===== config.mk =====
export PLATFORM = sky130hd
export DESIGN_NAME = mbus_ctrl
export DESIGN_NICKNAME = d
export VERILOG_FILES = /design/src/rtl/mbus_pkg.sv /design/src/rtl/mbus_seq.sv /design/src/rtl/mbus_addr.sv /design/src/rtl/mbus_rdasm.sv /design/src/rtl/mbus_ctrl.sv
export SDC_FILE = /design/constraint.sdc
export NUM_CORES = 1
export LEC_CHECK = 0
export CAP_MARGIN = 20
export CORE_MARGIN = 2
export CORE_UTILIZATION = 45
export DETAILED_ROUTE_END_ITERATION = 10
export PLACE_DENSITY = 0.78
export REMOVE_ABC_BUFFERS = 1
export SLEW_MARGIN = 20
export SYNTH_ARGS = -nofsm -noshare
export SYNTH_HDL_FRONTEND = slang
export SYNTH_SLANG_ARGS = --single-unit

===== constraint.sdc =====
create_clock -name clk -period 2.1 [get_ports clk]
set_input_delay 0.42 -clock clk [delete_from_list [all_inputs] [get_ports clk]]
set_output_delay 0.42 -clock clk [all_outputs]
set_load 0.03 [all_outputs]

===== src/rtl/mbus_pkg.sv =====
package mbus_pkg;
  typedef enum logic [2:0] {
    ST_IDLE,
    ST_T1,
    ST_T2,
    ST_T3,
    ST_TW,
    ST_T4
  } tstate_e;

  typedef struct packed {
    logic write;
    logic word;
    logic io;
  } kind_t;
endpackage


===== src/rtl/mbus_seq.sv =====
module mbus_seq
  import mbus_pkg::*;
(
  input  logic    clk,
  input  logic    rst,
  input  logic    start,
  input  logic    word,
  input  logic    ready,
  output tstate_e state,
  output logic    second,
  output logic    sample,
  output logic    done
);
  logic more_bytes;

  assign more_bytes = word && !second;
  assign sample     = (state == ST_T3 || state == ST_TW) && ready;

  always_ff @(posedge clk) begin
    if (rst) begin
      state  <= ST_IDLE;
      second <= 1'b0;
      done   <= 1'b0;
    end else begin
      done <= 1'b0;
      unique case (state)
        ST_IDLE: if (start) state <= ST_T1;
        ST_T1:   state <= ST_T2;
        ST_T2:   state <= ST_T3;
        ST_T3, ST_TW: state <= ready ? ST_T4 : ST_TW;
        ST_T4: begin
          if (more_bytes) begin
            state  <= ST_T1;
            second <= 1'b1;
          end else begin
            state  <= ST_IDLE;
            second <= 1'b0;
            done   <= 1'b1;
          end
        end
        default: state <= ST_IDLE;
      endcase
    end
  end
endmodule


===== src/rtl/mbus_addr.sv =====
module mbus_addr
  import mbus_pkg::*;
#(
  parameter int ADDR_W = 20,
  parameter int BUS_W  = 8
) (
  input  logic                        clk,
  input  logic                        rst,
  input  logic                        start,
  input  logic [ADDR_W-1:0]           req_addr,
  input  logic [2*BUS_W-1:0]          req_wdata,
  input  kind_t                       req_kind,
  input  tstate_e                     state,
  input  logic                        second,
  output kind_t                       kind_q,
  output logic [BUS_W-1:0]            ad_out,
  output logic                        ad_oe,
  output logic [BUS_W-1:0]            a_mid,
  output logic [ADDR_W-2*BUS_W-1:0]   a_hi_st,
  output logic                        io_sel,
  output logic                        ale,
  output logic                        rd_n,
  output logic                        wr_n
);
  localparam int HI_W = ADDR_W - 2*BUS_W;

  logic [ADDR_W-1:0]  addr_q;
  logic [2*BUS_W-1:0] wdata_q;
  logic [ADDR_W-1:0]  cur_addr;
  logic [BUS_W-1:0]   data_byte;
  logic [HI_W-1:0]    status;
  logic               busy, in_t1, strobe_ph, data_ph;

  always_ff @(posedge clk) begin
    if (rst) begin
      addr_q  <= '0;
      wdata_q <= '0;
      kind_q  <= '0;
    end else if (start) begin
      addr_q  <= req_addr;
      wdata_q <= req_wdata;
      kind_q  <= req_kind;
    end
  end

  assign cur_addr  = addr_q + ADDR_W'(second);
  assign data_byte = second ? wdata_q[2*BUS_W-1:BUS_W] : wdata_q[BUS_W-1:0];

  assign busy      = (state != ST_IDLE);
  assign in_t1     = (state == ST_T1);
  assign strobe_ph = (state == ST_T2) || (state == ST_T3) || (state == ST_TW);
  assign data_ph   = strobe_ph || (state == ST_T4);

  always_comb begin
    status    = '0;
    status[0] = kind_q.write;
    status[1] = kind_q.io;
    status[2] = second;
  end

  always_comb begin
    ad_oe   = in_t1 || (kind_q.write && data_ph);
    ad_out  = '0;
    a_hi_st = '0;
    if (in_t1) begin
      ad_out  = cur_addr[BUS_W-1:0];
      a_hi_st = kind_q.io ? '0 : cur_addr[ADDR_W-1:2*BUS_W];
    end else if (data_ph) begin
      if (kind_q.write) ad_out = data_byte;
      a_hi_st = status;
    end
  end

  assign a_mid  = busy ? cur_addr[2*BUS_W-1:BUS_W] : '0;
  assign io_sel = busy && kind_q.io;
  assign ale    = in_t1;
  assign rd_n   = !(strobe_ph && !kind_q.write);
  assign wr_n   = !(strobe_ph && kind_q.write);
endmodule


===== src/rtl/mbus_rdasm.sv =====
module mbus_rdasm #(
  parameter int BUS_W = 8,
  parameter int LANES = 2
) (
  input  logic                   clk,
  input  logic                   rst,
  input  logic                   start,
  input  logic                   sample,
  input  logic                   second,
  input  logic                   write,
  input  logic                   word,
  input  logic [BUS_W-1:0]       ad_in,
  output logic [LANES*BUS_W-1:0] rdata
);
  for (genvar g = 0; g < LANES; g++) begin : g_lane
    logic [BUS_W-1:0] lane_q;
    logic             hit;

    assign hit = sample && (int'(second) == g);

    always_ff @(posedge clk) begin
      if (rst || start) lane_q <= '0;
      else if (hit)     lane_q <= ad_in;
    end

    if (g == 0) begin : g_low
      assign rdata[BUS_W-1:0] = write ? '0 : lane_q;
    end else begin : g_up
      assign rdata[g*BUS_W +: BUS_W] = (write || !word) ? '0 : lane_q;
    end
  end
endmodule


===== src/rtl/mbus_ctrl.sv =====
module mbus_ctrl
  import mbus_pkg::*;
#(
  parameter int ADDR_W = 20,
  parameter int BUS_W  = 8
) (
  input  logic                      clk,
  input  logic                      rst,
  input  logic                      req_valid,
  output logic                      req_ready,
  input  logic                      req_write,
  input  logic                      req_word,
  input  logic                      req_io,
  input  logic [ADDR_W-1:0]         req_addr,
  input  logic [2*BUS_W-1:0]        req_wdata,
  output logic                      rsp_valid,
  output logic [2*BUS_W-1:0]        rsp_rdata,
  output logic [BUS_W-1:0]          ad_out,
  output logic                      ad_oe,
  input  logic [BUS_W-1:0]          ad_in,
  output logic [BUS_W-1:0]          a_mid,
  output logic [ADDR_W-2*BUS_W-1:0] a_hi_st,
  output logic                      io_sel,
  output logic                      ale,
  output logic                      rd_n,
  output logic                      wr_n,
  input  logic                      ready
);
  tstate_e state;
  kind_t   req_kind, kind_q;
  logic    start, second, sample;

  assign req_ready = (state == ST_IDLE);
  assign start     = req_valid && req_ready;
  assign req_kind  = '{write: req_write, word: req_word, io: req_io};

  mbus_seq u_seq (
    .clk    (clk),
    .rst    (rst),
    .start  (start),
    .word   (kind_q.word),
    .ready  (ready),
    .state  (state),
    .second (second),
    .sample (sample),
    .done   (rsp_valid)
  );

  mbus_addr #(.ADDR_W(ADDR_W), .BUS_W(BUS_W)) u_addr (
    .clk       (clk),
    .rst       (rst),
    .start     (start),
    .req_addr  (req_addr),
    .req_wdata (req_wdata),
    .req_kind  (req_kind),
    .state     (state),
    .second    (second),
    .kind_q    (kind_q),
    .ad_out    (ad_out),
    .ad_oe     (ad_oe),
    .a_mid     (a_mid),
    .a_hi_st   (a_hi_st),
    .io_sel    (io_sel),
    .ale       (ale),
    .rd_n      (rd_n),
    .wr_n      (wr_n)
  );

  mbus_rdasm #(.BUS_W(BUS_W), .LANES(2)) u_rdasm (
    .clk    (clk),
    .rst    (rst),
    .start  (start),
    .sample (sample),
    .second (second),
    .write  (kind_q.write),
    .word   (kind_q.word),
    .ad_in  (ad_in),
    .rdata  (rsp_rdata)
  );
endmodule


[Word-level counts from Yosys, hierarchy flattened]
Index checks and enable logic that the tools add are counted.
Operators by class
  bitwise operators: 2
  reduce and logical (&&, ||, !) cells: 25
  multiplexer cells: 16
  add/sub/neg operators: 1
  equality and inequality tests: 6
Operators by type and width (count)
  $mux 8: 7
  $add 20x1->20: 1
  $pmux 3 s5: 1
  $logic_and 1x1->1: 9
  $mux 4: 2
  $logic_or 1x1->1: 7
  $eq 3x2->1 const B: 2
  $eq 3x3->1 const B: 2
  $mux 3: 2
  $logic_not 1->1: 5
  $mux 1: 4
  $reduce_or 2->1: 2
  $eq 3x1->1 const B: 1
  $logic_not 3->1: 1
  $reduce_bool 3->1: 1
  $ne 2x1->1 const B: 1
  $not 1->1: 2
Word-level totals
  output and inout port bits: 43
  input port bits: 51
  register bits after elaboration: 60

[Depth between registers and ports, before layout]
  depth in word-level cells: 6
  gate-level depth with buffers: 7
  mapped depth without buffers: 7

[Modules after synthesis]
From an unflattened synthesis, not the netlist that was laid out.
Second synthesis, totals
  cells, all modules: 354
  area, all modules: 3052.9 sq um
Modules (own cells, without submodules)
  mbus_addr: cells an instance 235, seq. area each 780.7 sq um, area each 2089.5 sq um, times used 1
  mbus_rdasm: cells an instance 91, seq. area each 320.3 sq um, area each 706.9 sq um, times used 1
  mbus_seq: cells an instance 26, seq. area each 100.1 sq um, area each 236.5 sq um, times used 1
  mbus_ctrl: cells an instance 2, seq. area each 0.0 sq um, area each 20.0 sq um, times used 1

[Worst setup path before layout]
Ideal clock, no wire load.
  path kind: register to output
  from: reg u_seq.second
  to: out a_mid[2]
  path slack: -0.148 ns
  required time: 1.680 ns
  arrival: 1.828 ns
  cell stages (with the launch flop): 8
  cell sequence: dfxtp_1 ha_1 ha_1 nand3_1 nor2_1 nand4_1 xor2_1 nor2_1
On the way
  cells in the longest elaborated chain, start to end: 2
Ends and longest elaborated chain
  from (decl): line mbus_seq.sv:10  | output logic second,
  from (signal assigned): line mbus_seq.sv:22  | second <= 1'b0;
  from (signal assigned): line mbus_seq.sv:34  | second <= 1'b1;
  from (signal assigned): line mbus_seq.sv:37  | second <= 1'b0;
  $add 20x1->20: line mbus_addr.sv:46  | assign cur_addr = addr_q + ADDR_W'(second);
  $mux 8: line mbus_addr.sv:74  | assign a_mid = busy ? cur_addr[2*BUS_W-1:BUS_W] : '0;
  to (decl): line mbus_ctrl.sv:21  | output logic [BUS_W-1:0] a_mid,
Every way passes these cells.

[Worst setup path in the final report]
  from: reg u_addr.addr_q[10]
  to: out a_hi_st[2]
On the way
  cells in the longest elaborated chain, start to end: 3
Ends and longest elaborated chain
  from (decl): line mbus_addr.sv:27  | logic [ADDR_W-1:0] addr_q;
  from (signal assigned): line mbus_addr.sv:40  | addr_q <= req_addr;
  $add 20x1->20: line mbus_addr.sv:46
  $mux 4: line mbus_addr.sv:67  | a_hi_st = kind_q.io ? '0 : cur_addr[ADDR_W-1:2*BUS_W];
  $mux 4: line mbus_addr.sv:65  | if (in_t1) begin
  to (decl): line mbus_ctrl.sv:22  | output logic [ADDR_W-2*BUS_W-1:0] a_hi_st,
Every way passes these cells.

==> results.yml <==
timing:
  tightestPinTransition_ps: 634
  tns_ps: -2550
  rsz0062_at_grt: "yes"
  setup_viol: 16
  min_period_over_period: 1.11
  finalWorstPathRequiredPeriod_ps: 2340
  fmax_mhz: 427
  final_max_slew_viol_count: 0
  setup_ws_ps: -240
  slew_headroom: 0.578
  skew_ps: 4.78
  finalHoldViolCount: 0
drt:
  finalWirelength_um: 8470
  vias_per_cell: 5.17
  post_drt_wl_per_cell_um: 15.2
  drtIter0Drc: 151
  dr.pass1.iters: 4
  post-route-drc-count: 0
  antenna_left: 0
  vias: 2873
pwr:
  power_frac_seq: 0.399
  p_leak_uw: 0.00189
  p_sw_frac: 0.327
  peakVddDrop_mv: 0.620
  netSwitchingPower_uw: 1100
  intPower_uw: 2270
  combPwrFrac: 0.296
  power_density_nw_per_um2: 755
  clkPwrFrac: 0.305
clock_network:
  clock_sinks: 60
  clkLatencyLatePin_ps: 340
  htreeDepth: 3
  clk_pin_slew_ps: 60
  cts_made_buffers: 9
  clockBufferDepth: 2
  cts_tree: "built"
  cts-root-buf: "clkbuf_8"
setup_path:
  r2r_slack_ps: 300
  arrival_ps: 1920
  cp.required_ps: 1680
  r2r-start: "u_seq.state[1]$_SDFFE_PP0P_"
  crit_start: "u_addr.addr_q[10]$_SDFFE_PP0P_"
  worstPathMaxFanout: 6
  cp-end-kind: "output port"
  rr_endpoint: "u_rdasm.g_lane[1].lane_q[1]$_SDFFE_PP0P_"
  r2r_cells: 6
  critPathKind: "reg2out"
  cp-start-kind: "register"
die:
  pin_count: 94
  die-width_um: 84.8
  start_util: 0.463
  core_um2: 6350
  num_rows: 29
  dieHeight_um: 84.8
  die_area_um2: 7190
layout:
  final_area_um2: 4470
  fin_nets: 529
  drive_above_1_share: 0.244
  insertedDiodeCount: 0
  area_growth_pct: 51.9
  final_cells: 556
placement:
  placed_area_um2: 3970
  port_buffers: 93
  gp_congestion: 0.892
  hpwl_um: 5490
  dp_cells: 535
  pre_cts_ws_ps: -36.8
yosys:
  synth_largest_area_cell: "dfxtp_1"
  synth_cell_types: 40
  syn_area_per_cell_um2: 8.01
  yosys_warnings: 0
  yosysSeqAreaShare: 0.409
  ys_ff_latch: 60
  syn_area_um2: 2940
  synth_flop_cell: "dfxtp_1"
  synth_cells: 367
  async_flop_share: 0
  synth-edff-count: 0
  yosysTopAreaCellShare: 0.409
  synth.area.top_cells: "dfxtp_1 41%, nand2_1 11%, mux2i_1 8.2%"
hold_path:
  holdCritStartpoint: "u_addr.wdata_q[1]$_SDFFE_PP0P_"
  hold_path_depth: 2
  hold_class: "reg2reg"
  worstHoldEndpoint: "u_addr.wdata_q[1]$_SDFFE_PP0P_"
grt:
  antenna_found_initial: 0
  grt_pass1_vias: 2744
  gr-total-overflow: 0
  grt_pass1_wl_um: 12600
  grt_max_degree: 45
  grt.total_usage: 0.220
status:
  violations: "setup timing"
  outcome: "finished, violations left"
job:
  drv_cap: 0
cell families after synthesis:
kind of cell	Yosys count	share of synthesized area
simple gates	176	0.289
xor+xnor	20	0.0596
mux	24	0.0817
compound gates	56	0.105
fa+ha+maj	2	0.00851
flops	60	0.409
buf+inv	29	0.0473
area by class of cell:
cell class                 instances  area [um^2]
clock buffer                      12          155
clock inverter                     2         35.0
fill                             477         1880
inverter                           3         11.3
multi-input combinational        278         1810
sequential                        60         1210
tap                               77         96.3
timing repair buffer             124         1140
worst max-delay path by stage:
stage / endpoint / depth (start not counted)
after floorplan: u_rdasm.g_lane[0].lane_q[0]$_SDFFE_PP0P_ / 4
after global placement: a_mid[2] / 8
after detailed placement: a_mid[2] / 8
after CTS: a_hi_st[2] / 7
after global routing: a_hi_st[2] / 6
final: a_hi_st[2] / 6
power groups by stage:
stage          registers (uW)  logic, uW  clock network [uW]
3_5_place_dp             1350        930                   0
5_1_grt                  1350       1080                1080
4_1_cts                  1330        936                1030
3_3_place_gp             1340        917                   0
6_report                 1340        999                1030
2_1_floorplan            1350        488                   0
stage by stage:
| stage | util | total power, uW | hold WS, ps |
|---|---|---|---|
| 2_1_floorplan | - | 1840 | 430 |
| 3_3_place_gp | 0.626 | 2260 | 443 |
| 3_5_place_dp | 0.626 | 2280 | 448 |
| 4_1_cts | 0.673 | 3300 | 456 |
| 5_1_grt | 0.703 | 3510 | 472 |
| 6_report | 0.703 | 3370 | 455 |
sequential cells by signal (all words and copies together) (netlist names):
name                   cells
u_addr.wdata_q            16
u_seq.second               1
u_seq.state                3
u_addr.kind_q              3
u_addr.addr_q             20
u_rdasm.g_lane.lane_q     16
u_seq.done                 1
what timing repair did:
item                       in CTS  in global routing
setup endpoints to repair      34                 26
pin swaps                      15                 17
setup buffers                   0                  8
gates resized for setup        43                 38
hold buffers                    0                  0
synthesized netlist by cell type (3+ instances only):
| master | n |
|---|---|
| a21oi_1 | 41 |
| o22ai_1 | 6 |
| xor2_1 | 10 |
| buf_1 | 3 |
| nand3_1 | 7 |
| nand2_1 | 90 |
| clkbuf_1 | 9 |
| nor2b_1 | 14 |
| xnor2_1 | 10 |
| nand2b_1 | 5 |
| nor4_2 | 3 |
| buf_4 | 5 |
| nand4_1 | 3 |
| nor3_1 | 5 |
| mux2i_1 | 24 |
| nor2_1 | 28 |
| inv_1 | 3 |
| buf_2 | 8 |
| dfxtp_1 | 60 |
| and2_1 | 9 |
worst max-delay path: stages, from the launching register on:
cell and delay [ps]:
dfxtp_4 360, and4_4 230, nand4_4 200, nor4_4 370
xnor2_1 120, o21ai_2 140, buf_6 150
cell usage in the layout, fill, tap and decap left out, types with 2 or more instances in the layout:
master,instances
nand4_1,3
ha_4,2
a21oi_1,41
dlymetal6s2s_1,4
inv_1,2
dfxtp_2,8
dfxtp_1,51
dlygate4sd2_1,14
nor4_4,3
nand3_4,2
xnor2_2,3
nand3_1,2
xnor2_1,7
and4_4,2
xor2_2,2
buf_6,9
nand2_1,89
nand2b_1,4
nor2b_1,12
nor3b_2,2
o21ai_1,3
o21ai_2,2
nor2_1,26
nor2b_4,2
and2_1,9
buf_4,44
o22ai_2,5
xor2_1,8
clkbuf_8,11
clkdlybuf4s50_1,51
mux2i_1,24
nand3_2,3
nor3_1,4
nor2_4,2
layer usage:
metal | track usage | routed length (um) | vias up
met5 | 0 | 0 | -
met4 | 0.115 | 202 | 0
met3 | 0.0477 | 486 | 22
met2 | 0.374 | 4240 | 101
met1 | 0.260 | 3540 | 1315
li1 | - | - | 1435
(Power assumes the default switching activity.)
